==> src/rtl/ret_pkg.sv <==
package ret_pkg;

  // Alternating-bit pattern with bit 0 set; sliced to the word width by users.
  function automatic logic [63:0] alt_pattern();
    logic [63:0] r;
    for (int i = 0; i < 64; i++) r[i] = (i % 2 == 0);
    return r;
  endfunction

endpackage

==> src/rtl/ret_ctl.sv <==
// Sampled edge detection of the retention control (always-on logic).
module ret_ctl (
  input  logic clk,
  input  logic rst_n,
  input  logic ret_n,
  input  logic pwr_on,
  output logic save_evt,
  output logic restore_evt,
  output logic early_evt,
  output logic ret_err
);

  logic ret_q;
  logic armed;
  logic rise;

  // armed blocks a false edge on the first edge after reset
  always_ff @(posedge clk or negedge rst_n) begin
    if (!rst_n) begin
      ret_q   <= 1'b1;
      armed   <= 1'b0;
      ret_err <= 1'b0;
    end else begin
      ret_q   <= ret_n;
      armed   <= 1'b1;
      ret_err <= early_evt;
    end
  end

  assign save_evt    = armed & ret_q & ~ret_n;
  assign rise        = armed & ~ret_q & ret_n;
  assign restore_evt = rise & pwr_on;
  assign early_evt   = rise & ~pwr_on;

endmodule

==> src/rtl/ret_word.sv <==
// One word: main register (switched domain) plus shadow copy (always-on).
module ret_word #(
  parameter int WIDTH = 8
) (
  input  logic             clk,
  input  logic             rst_n,
  input  logic             pwr_on,
  input  logic             save,
  input  logic             restore,
  input  logic             wr,
  input  logic [WIDTH-1:0] wr_data,
  output logic [WIDTH-1:0] q,
  output logic [WIDTH-1:0] shadow_q
);

  localparam logic [63:0]      ALT     = ret_pkg::alt_pattern();
  localparam logic [WIDTH-1:0] CORRUPT = ALT[WIDTH-1:0];

  logic [WIDTH-1:0] main_q;
  logic [WIDTH-1:0] shadow;

  always_ff @(posedge clk or negedge rst_n) begin
    if (!rst_n)       main_q <= '0;
    else if (!pwr_on) main_q <= CORRUPT;
    else if (restore) main_q <= shadow;
    else if (wr)      main_q <= wr_data;
  end

  // no reset: shadow survives a switched-domain reset
  always_ff @(posedge clk) begin
    if (save) shadow <= main_q;
  end

  assign q        = main_q;
  assign shadow_q = shadow;

endmodule

==> src/rtl/ret_bank.sv <==
module ret_bank #(
  parameter int WIDTH = 8,
  parameter int NREGS = 4,
  localparam int AW   = (NREGS > 1) ? $clog2(NREGS) : 1
) (
  input  logic             clk,
  input  logic             rst_n,
  input  logic             ret_n,
  input  logic             pwr_on,
  input  logic             wr_en,
  input  logic [AW-1:0]    wr_addr,
  input  logic [WIDTH-1:0] wr_data,
  input  logic [AW-1:0]    rd_addr,
  output logic [WIDTH-1:0] rd_data,
  output logic             ret_err
);

  localparam int FLAT = WIDTH * NREGS;

  logic             save_evt;
  logic             restore_evt;
  logic             early_evt;
  logic             wr_allowed;
  logic [WIDTH-1:0] word_q   [NREGS];
  logic [FLAT-1:0]  main_flat;
  logic [FLAT-1:0]  shadow_flat;

  ret_ctl u_ctl (
    .clk         (clk),
    .rst_n       (rst_n),
    .ret_n       (ret_n),
    .pwr_on      (pwr_on),
    .save_evt    (save_evt),
    .restore_evt (restore_evt),
    .early_evt   (early_evt),
    .ret_err     (ret_err)
  );

  assign wr_allowed = wr_en & ret_n;

  for (genvar g = 0; g < NREGS; g++) begin : g_word
    logic wr_sel;
    assign wr_sel = wr_allowed && (wr_addr == AW'(g));
    ret_word #(.WIDTH(WIDTH)) u_word (
      .clk      (clk),
      .rst_n    (rst_n),
      .pwr_on   (pwr_on),
      .save     (save_evt),
      .restore  (restore_evt),
      .wr       (wr_sel),
      .wr_data  (wr_data),
      .q        (word_q[g]),
      .shadow_q (shadow_flat[g*WIDTH +: WIDTH])
    );
    assign main_flat[g*WIDTH +: WIDTH] = word_q[g];
  end

  always_comb begin
    rd_data = '0;
    for (int i = 0; i < NREGS; i++)
      if (rd_addr == AW'(i)) rd_data = word_q[i];
  end

endmodule


==> config.mk <==
export PLATFORM = sky130hd
export DESIGN_NAME = ret_bank
export DESIGN_NICKNAME = d
export VERILOG_FILES = /design/src/rtl/ret_pkg.sv /design/src/rtl/ret_ctl.sv /design/src/rtl/ret_word.sv /design/src/rtl/ret_bank.sv
export SDC_FILE = /design/constraint.sdc
export NUM_CORES = 1
export LEC_CHECK = 0
export BUFFER_PORTS_ARGS = -buffer_cell sky130_fd_sc_hd__buf_2
export CORE_ASPECT_RATIO = 1.25
export CORE_MARGIN = 4
export CORE_UTILIZATION = 53
export CTS_CLUSTER_SIZE = 28
export DETAILED_ROUTE_END_ITERATION = 16
export PLACE_DENSITY = 0.72
export SLEW_MARGIN = 10
export SYNTH_ARGS = -nofsm -noshare
export SYNTH_HDL_FRONTEND = slang
export SYNTH_SLANG_ARGS = --single-unit
==> constraint.sdc <==
create_clock -name clk -period 2.6 [get_ports clk]
set_input_delay 0.26 -clock clk [delete_from_list [all_inputs] [get_ports clk]]
set_output_delay 0.26 -clock clk [all_outputs]
set_load 0.005 [all_outputs]
==> results of run 1 <==
cells in the mapped netlist (2+ instances only):
cell type,count,area share
edfxtp_1,32,0.34
buf_2,5,0.0088
mux2i_1,32,0.11
a21oi_1,32,0.056
buf_6,2,0.0079
clkbuf_1,6,0.0079
nor3b_1,16,0.042
nand4b_1,2,0.0061
o21ai_0,16,0.028
mux4_2,8,0.063
nor2_1,2,0.0026
dfrtp_1,34,0.30
stage by stage:
step           instance area, µm²  hold WS, ns  power [mW]
6_report                     3220       0.0146        2.30
3_3_place_gp                 2990        0.381        1.34
3_5_place_dp                 2990        0.406        1.35
4_1_cts                      3220       0.0346        2.31
5_1_grt                      3220       0.0642        2.39
2_1_floorplan                2860      -0.0356        1.28
sequential cells by signal, indices dropped and copies added, names as in the netlist:
name / flops
u_ctl.ret_err: 1
g_word.u_word.shadow_q: 32
u_ctl.ret_q: 1
u_ctl.armed: 1
g_word.u_word.q: 32
layout by cell type (no fill, tap or decap), types with 2 or more instances in the layout:
| cell | netlist | final |
|---|---|---|
| a21oi_1 | 32 | 32 |
| buf_2 | 5 | 25 |
| buf_4 | 1 | 2 |
| bufinv_16 | 0 | 2 |
| clkbuf_8 | 0 | 11 |
| clkinv_2 | 0 | 3 |
| dfrtp_1 | 34 | 34 |
| edfxtp_1 | 32 | 32 |
| mux2i_1 | 32 | 32 |
| mux4_2 | 8 | 8 |
| nand4b_1 | 2 | 2 |
| nor3b_1 | 16 | 16 |
| o21ai_0 | 16 | 16 |
area by class of cell:
| cell class | count | area (µm²) |
|---|---|---|
| multi-input combinational | 114 | 938 |
| clock inverter | 5 | 75.1 |
| clock buffer | 11 | 151 |
| sequential | 67 | 1840 |
| tap | 62 | 77.6 |
| fill | 412 | 1930 |
| timing repair buffer | 27 | 140 |
per-layer routing:
metal,global-route usage,part of all wire
met5,0,0
met4,0.0997,0.019
met3,0.0391,0.045
met2,0.305,0.52
met1,0.270,0.42
power groups by stage:
| stage | logic (mW) | registers [mW] | clock network (mW) |
|---|---|---|---|
| after floorplan | 0.0979 | 1.19 | 0 |
| after global placement | 0.147 | 1.19 | 0 |
| after detailed placement | 0.156 | 1.20 | 0 |
| after CTS | 0.157 | 1.17 | 0.979 |
| after global routing | 0.171 | 1.18 | 1.04 |
| final | 0.156 | 1.17 | 0.969 |
kinds of logic (layout without fill, tap and decap cells):
group                  Yosys count  in the layout  share of synthesized area
other                            1              1                    0.00131
flip-flops                      67             67                      0.644
AND/OR/NAND/NOR                 25             25                     0.0670
AO/OA/AOI/OAI                   48             48                     0.0841
buffers and inverters           15             43                     0.0285
multiplexers                    40             40                      0.175
how the worst min path moves through the flow:
stage | from | to | slack, ns | cells after the start
5_1_grt | ret_n | u_ctl.ret_q | 0.06 | 1
6_report | rst_n | g_word[2].u_word.q[0] | 0.01 | 1
4_1_cts | rst_n | g_word[0].u_word.q[6] | 0.03 | 1
2_1_floorplan | rst_n | g_word[0].u_word.q[0] | -0.04 | 0
3_5_place_dp | rst_n | g_word[2].u_word.q[0] | 0.41 | 1
3_3_place_gp | rst_n | g_word[0].u_word.q[0] | 0.38 | 1
critical path, cell delays in order, from the launching register on:
cell and delay, ns:
dfstp_2 0.53, nand3b_2 0.34, and2_1 0.59, a21oi_1 0.15
==> results.md, run 1 <==
Job:
- The reported max-cap violation count is 0.

Route:
- In the final routed layout, each cell accounts on average for 21.1 µm.
- The number of nets with antenna violations after routing is 0.
- For this block, the initial DRC count from the detailed router was 122.
- Wires add up to around 6000 µm.
- The average vias per placed instance is 6.00.
- The total vias in the final route is 1715.
- For this run, the detailed router's first-pass iteration total came to 5.
- After detailed routing, the number of remaining DRC violations is 0.

GRT:
- The global-route wire length before repair is just under 10000 µm.
- The number of antenna violations at the first check in global routing was 0.
- The total global routing overflow is 0.
- The aggregate global-route resource usage is 0.200.
- Entering global routing, the biggest net connects 36 pins.
- The number of global-route vias before repair is 1861.

Floorplan:
- The initial utilization of the core area, before any placement, comes to 0.554.
- The die is roughly 90 µm tall.
- The row count is 29.
- The die footprint is 6630 µm².
- In this run the count of I/O pins placed on the die edge is 26.
- Measured along the x axis, the die boundary spans approximately 74 µm.
- The core region is 5150 µm².

Setup path:
- The beginning of the worst register-to-register path is u_ctl.ret_q.
- The worst setup path is launched from a flop.
- The worst setup path category is flop to flop.
- The worst register-to-register path ends at g_word[2].u_word.q[2].
- The worst setup path startpoint is u_ctl.ret_q.
- The last element of the critical path is g_word[2].u_word.q[2].
- The critical path data required time is about 2.8 ns.
- The logic depth of the worst register-to-register path is 3.
- The worst setup path is captured at a flop.
- STA puts the critical path data arrival time at a little under 2 ns.
- In this run the worst path has a maximum fanout of 18.
- The minimum setup slack among reg-to-reg paths is 0.83 ns.

Cells and area:
- The finished layout holds 286 standard cells, fillers aside.
- From synthesis to final layout, the design area changed by 12.8%.
- Measured on the finished design, the core utilization comes to 0.625.
- The layout net count is 236.
- The antenna diode instance count is 0.
- In the final layout, the share of cells above drive strength 1 is 0.246.

Hold path:
- The path class of the tightest hold or removal check is primary input to async pin.

Placed design:
- The cell total after placement is 270.
- The congestion estimate from routability-driven global placement came to 0.732.
- The pre-CTS setup slack is 0.865 ns.
- The wire-length estimate of the detail-placed layout is 3700 µm.
- The number of input and output port buffers inserted is 25.

Clocking:
- The total setup buffers inserted after CTS is 0.
- In this run, CTS created clock tree buffers numbering 9.
- The later pin in the worst-skew pair is clocked with a latency of ~0.34 ns.
- The maximum level of the CTS H-tree is 3.
- The post-cts hold buffer count is 0.
- The tree built by TritonCTS fans out to between 60 and 70 sinks.
- The tree is rooted in a clkbuf_8.
- The number of cells upsized or downsized after cts is 0.
- The number of buffers between clock root and the deepest sink is 2.
- The clock transition at the register clock pins on the worst setup and hold paths after CTS is about 0.07 ns.
- TritonCTS built the clock tree.

Logic synthesis:
- For this run, the leading register cell type out of synthesis is dfrtp_1.
- The post-synthesis cell type count is 21.
- After technology mapping, the gate count stands at 196.
- The mapped netlist covers approximately 2900 µm².
- The share of the Yosys chip area taken by registers is 0.644.
- The number of synthesized register bits is 67.
- In this run, synthesis inferred 32 flip-flops with an integrated enable.
- The number of warnings issued by yosys is 0.
- The fraction of synthesis flops using an asynchronous set or reset pin is 0.522.
- Dividing the synthesized area by the synthesized cell count gives 14.6 µm².
- The number of nets in the synthesized netlist is 213.

STA:
- The final-report max-slew violation count is 0.
- Headroom to the max-slew limit came out at 0.444.
- The post-route clock period utilization is 0.681.
- For the finished layout, the period the worst path requires is between 1.5 and 2 ns.
- After routing, the total negative slack on setup checks comes to 0 ns.
- The largest clock skew in the final design is 0.00885 ns.
- The setup-violating endpoint count in the final report is 0.
- The final worst slack is 0.830 ns.
- The final-report hold violation count came to 0.
- At the pin with the least slew margin, the transition time is around 0.83 ns.
- Setup repair after global routing left no endpoint under its margin.
- Based on the critical path, the design can be clocked at up to approximately 0.56 GHz.

Power and ir drop:
- The switching power share of the total is 0.216.
- The static power due to leakage is 1.29 nW.
- For this design the total switching power over the nets is 0.497 mW.
- In this run the power density over the cells is 714 nW/µm².
- The maximum ir drop on the vdd rail is 0.489 mV.
- The share of total power dissipated in combinational logic is 0.068.
- The share of total power in the clock network is 0.422.
- The sequential cell fraction of total power is 0.511.
- The cell internal power dissipation is around 1.8 mW.

Run status:
- The flow ran to the end, and the final reports show no timing, DRC or antenna violations.
No activity file was read; power rests on OpenSTA's default activity.
==> run 2, diff against run 1 <==
Settings changed: PLACE_DENSITY 0.72 to 0.75.
Clock period 2.6 ns to 1.62 ns, I/O delays scaled along.
==> run 2 against run 1 <==
Routed wire length decreased by 3.9%. Critical path type is now flop to output pin. Cell count increased by 4.5%. Largest power group unchanged. Utilization increased by 1.5 points. Highest routed layer unchanged.
==> results.md, run 2 (synthesized netlist as in run 1, its figures left out) <==
Job:
- The reported max-cap violation count is 0 (unchanged).

Cells and area:
- The total of fill cells in the finished design was 388 (-5.8%).
- The fraction of layout cells with a size suffix above 1 came to 0.270 (+0.0245).
- The final standard cell utilization of the core is 0.640 (+0.0148).
- Leaving out fill and tap cells, the most frequent cell in the layout is dfrtp_1.
- The area of the multi-input gates came to 943 µm² (+0.53%).
- The area taken by flip-flops and latches is 1840 µm² (unchanged).
- The antenna diode instance count came to 0 (unchanged).
- The library cells used most frequently in the layout, excluding fill and tap cells, are 34 x dfrtp_1, 32 x mux2i_1, 32 x a21oi_1, 32 x edfxtp_1, 25 x buf_2.
- The layout net count came to 249 (+5.5%).
- The area growth from synthesis to layout is 15.5%.

Setup path:
- The endpoint type of the worst setup path is an output pin.
- The setup path with the least slack is of type flop to output pin.
- The cell family contributing the most delay on the critical path is multiplexers.
- The peak fanout along the critical path is 3 (-15).
- Traced cell by cell, the critical path runs through mux4_2, buf_2.
- The critical path data required time is 1.46 ns (-1.33 ns).
- The number of buffer and inverter instances along the worst setup path is 1 (+1).
- The peak per-stage delay on the critical path is 0.48 ns (-0.11 ns).
- Among all stages on the critical path, the largest delay is contributed by mux4_2.
- The kind of launch point of the worst setup path is a flop.
- The arrival time at the worst endpoint came to 1.36 ns (-0.60 ns).

GRT:
- The global-route wire length before repair came to 9520 µm (-3.5%).
- The maximum number of pins on one net before global-route repair is 26 (-28%).
- The total global routing overflow is 0 (unchanged).
- The aggregate global-route resource usage is 0.195 (-0.00529).
- The number of antenna violations at the first check in global routing is 0 (unchanged).
- The number of global-route vias before repair came to 1845 (-0.86%).

STA:
- The highest attainable clock frequency is about 0.66 GHz.
- The final-report hold violation count came to 0 (unchanged).
- The setup-violating endpoint count in the final report is 0 (unchanged).
- The worst hold-check slack is 0.159 ns (+0.145 ns).
- The final-report max-slew violation count was 0 (unchanged).
- The largest clock skew in the final design is 0.00384 ns (-0.00500 ns).
- Setup repair after global routing left no endpoint under its margin.
- The total negative slack for setup checks is 0 ns (unchanged).
- Of the available clock period, the critical path in the final layout requires 0.939.
- The minimum clock period after layout is 1.52 ns.

Floorplan:
- The initial core utilization came to 0.554 (unchanged).
- The row count came to 29 (unchanged).
- The total core area was 5150 µm² (unchanged).
- The die footprint is 6630 µm² (unchanged).
- The chip width is 73.7 µm (unchanged).
- The y dimension of the die was 90.1 µm (unchanged).
- The I/O pin count is 26 (unchanged).

Route:
- The violation count after the first detailed-routing iteration is 143 (+17%).
- The number of iterations in the first detailed-routing pass is 4 (-1).
- The average vias per placed instance is 5.83 (-2.8%).
- The DRC violations left is 0 (unchanged).
- The total vias in the final route is 1743 (+1.6%).
- The number of nets with antenna violations after routing was 0 (unchanged).
- The detailed-route wire length is 5790 µm (-3.9%).
- The mean routed wirelength per cell is 19.4 µm (-8.1%).

Hold path:
- The class of the tightest hold or removal check is primary input to flop.

Clocking:
- The number of buffers between clock root and the deepest sink is 2 (unchanged).
- The number of buffers added by the clock tree synthesis step is 9 (unchanged).
- The maximum level of the CTS H-tree is 3 (unchanged).
- TritonCTS built the clock tree.
- The clock root buffer master is clkbuf_8.
- The clock latency on the worst-skew pair came to 0.33 ns (about the same).
- The CTS sink count was 67 (unchanged).
- The clock transition at the register clock pins on the worst setup and hold paths after CTS is 0.06 ns (about the same).

Power and ir drop:
- The static power due to leakage is 1.33 nW (+3.2%).
- The power density over cell area came to 1030 nW/µm² (+45%).
- The maximum ir drop on the vdd rail was 0.611 mV (+25%).

Run status:
- The flow ran to the end, and the final reports show no timing, DRC or antenna violations.

Placed design:
- The number of input and output port buffers inserted is 25 (unchanged).
- The total half-perimeter wirelength after legalization and detailed placement came to 3750 µm (+1.3%).
- The final RePlAce weighted congestion is 0.742 (+1.4%).
run 2: path summary, 6_finish.rpt:
check | to | from | slack [ns] | cells past startpoint
setup / recovery | rd_data[3] | g_word[3].u_word.q[3] | 0.1 | 2
setup reg to reg | g_word[0].u_word.q[3] | u_ctl.ret_q | 0.25 | 4
hold reg to reg | g_word[1].u_word.shadow_q[0] | g_word[1].u_word.q[0] | 0.47 | 0
hold / removal | g_word[2].u_word.q[6] | wr_data[6] | 0.16 | 3
max in group asynchronous | g_word[1].u_word.q[6] | rst_n | 0.79 | 3
min in group asynchronous | g_word[3].u_word.q[4] | rst_n | 0.32 | 2
run 2: routing by layer:
layer	part of all wire	track usage	vias up
li1	-	-	818
met1	0.43	0.262	871
met2	0.50	0.295	43
met3	0.044	0.0558	11
met4	0.020	0.0770	0
met5	0	0	-
run 2: area by class of cell:
| class | count | area share |
|---|---|---|
| flip-flops and latches | 67 | 0.557 |
| multi-input cells | 114 | 0.286 |
| repair buffers | 40 | 0.0774 |
| clock buffers | 14 | 0.0524 |
| clock inverters | 2 | 0.00304 |
| well taps | 62 | 0.0235 |
run 2: power breakdown:
group          internal, mW  leakage [nW]  switching, mW
clock network         0.677        0.0965          0.573
logic                 0.119         0.564          0.149
registers              1.85         0.668         0.0363
run 2: repair_timing:
action / CTS / global route
setup buffers: 0 / 0
endpoints found under the setup margin: 0 / 0
hold endpoints to repair: 18 / 0
hold buffers: 2 / 0
gates resized for setup: 0 / 0
run 2: through the flow:
step	cells	worst slack, ns	area (µm²)	total power [mW]
after floorplan	196	0.155	2860	2.06
after global placement	281	0.279	3090	2.18
after detailed placement	281	0.269	3090	2.19
after CTS	299	0.0830	3300	3.43
after global routing	299	0.0117	3300	3.55
final	299	0.0982	3300	3.40
run 2: worst reg2reg max path, delay by kind of cell (launching register included):
kind                   cells  cell delay [ns]
AND/OR/NAND/NOR            1             0.22
AO/OA/AOI/OAI              2             0.25
flip-flops                 1             0.52
buffers and inverters      1             0.30
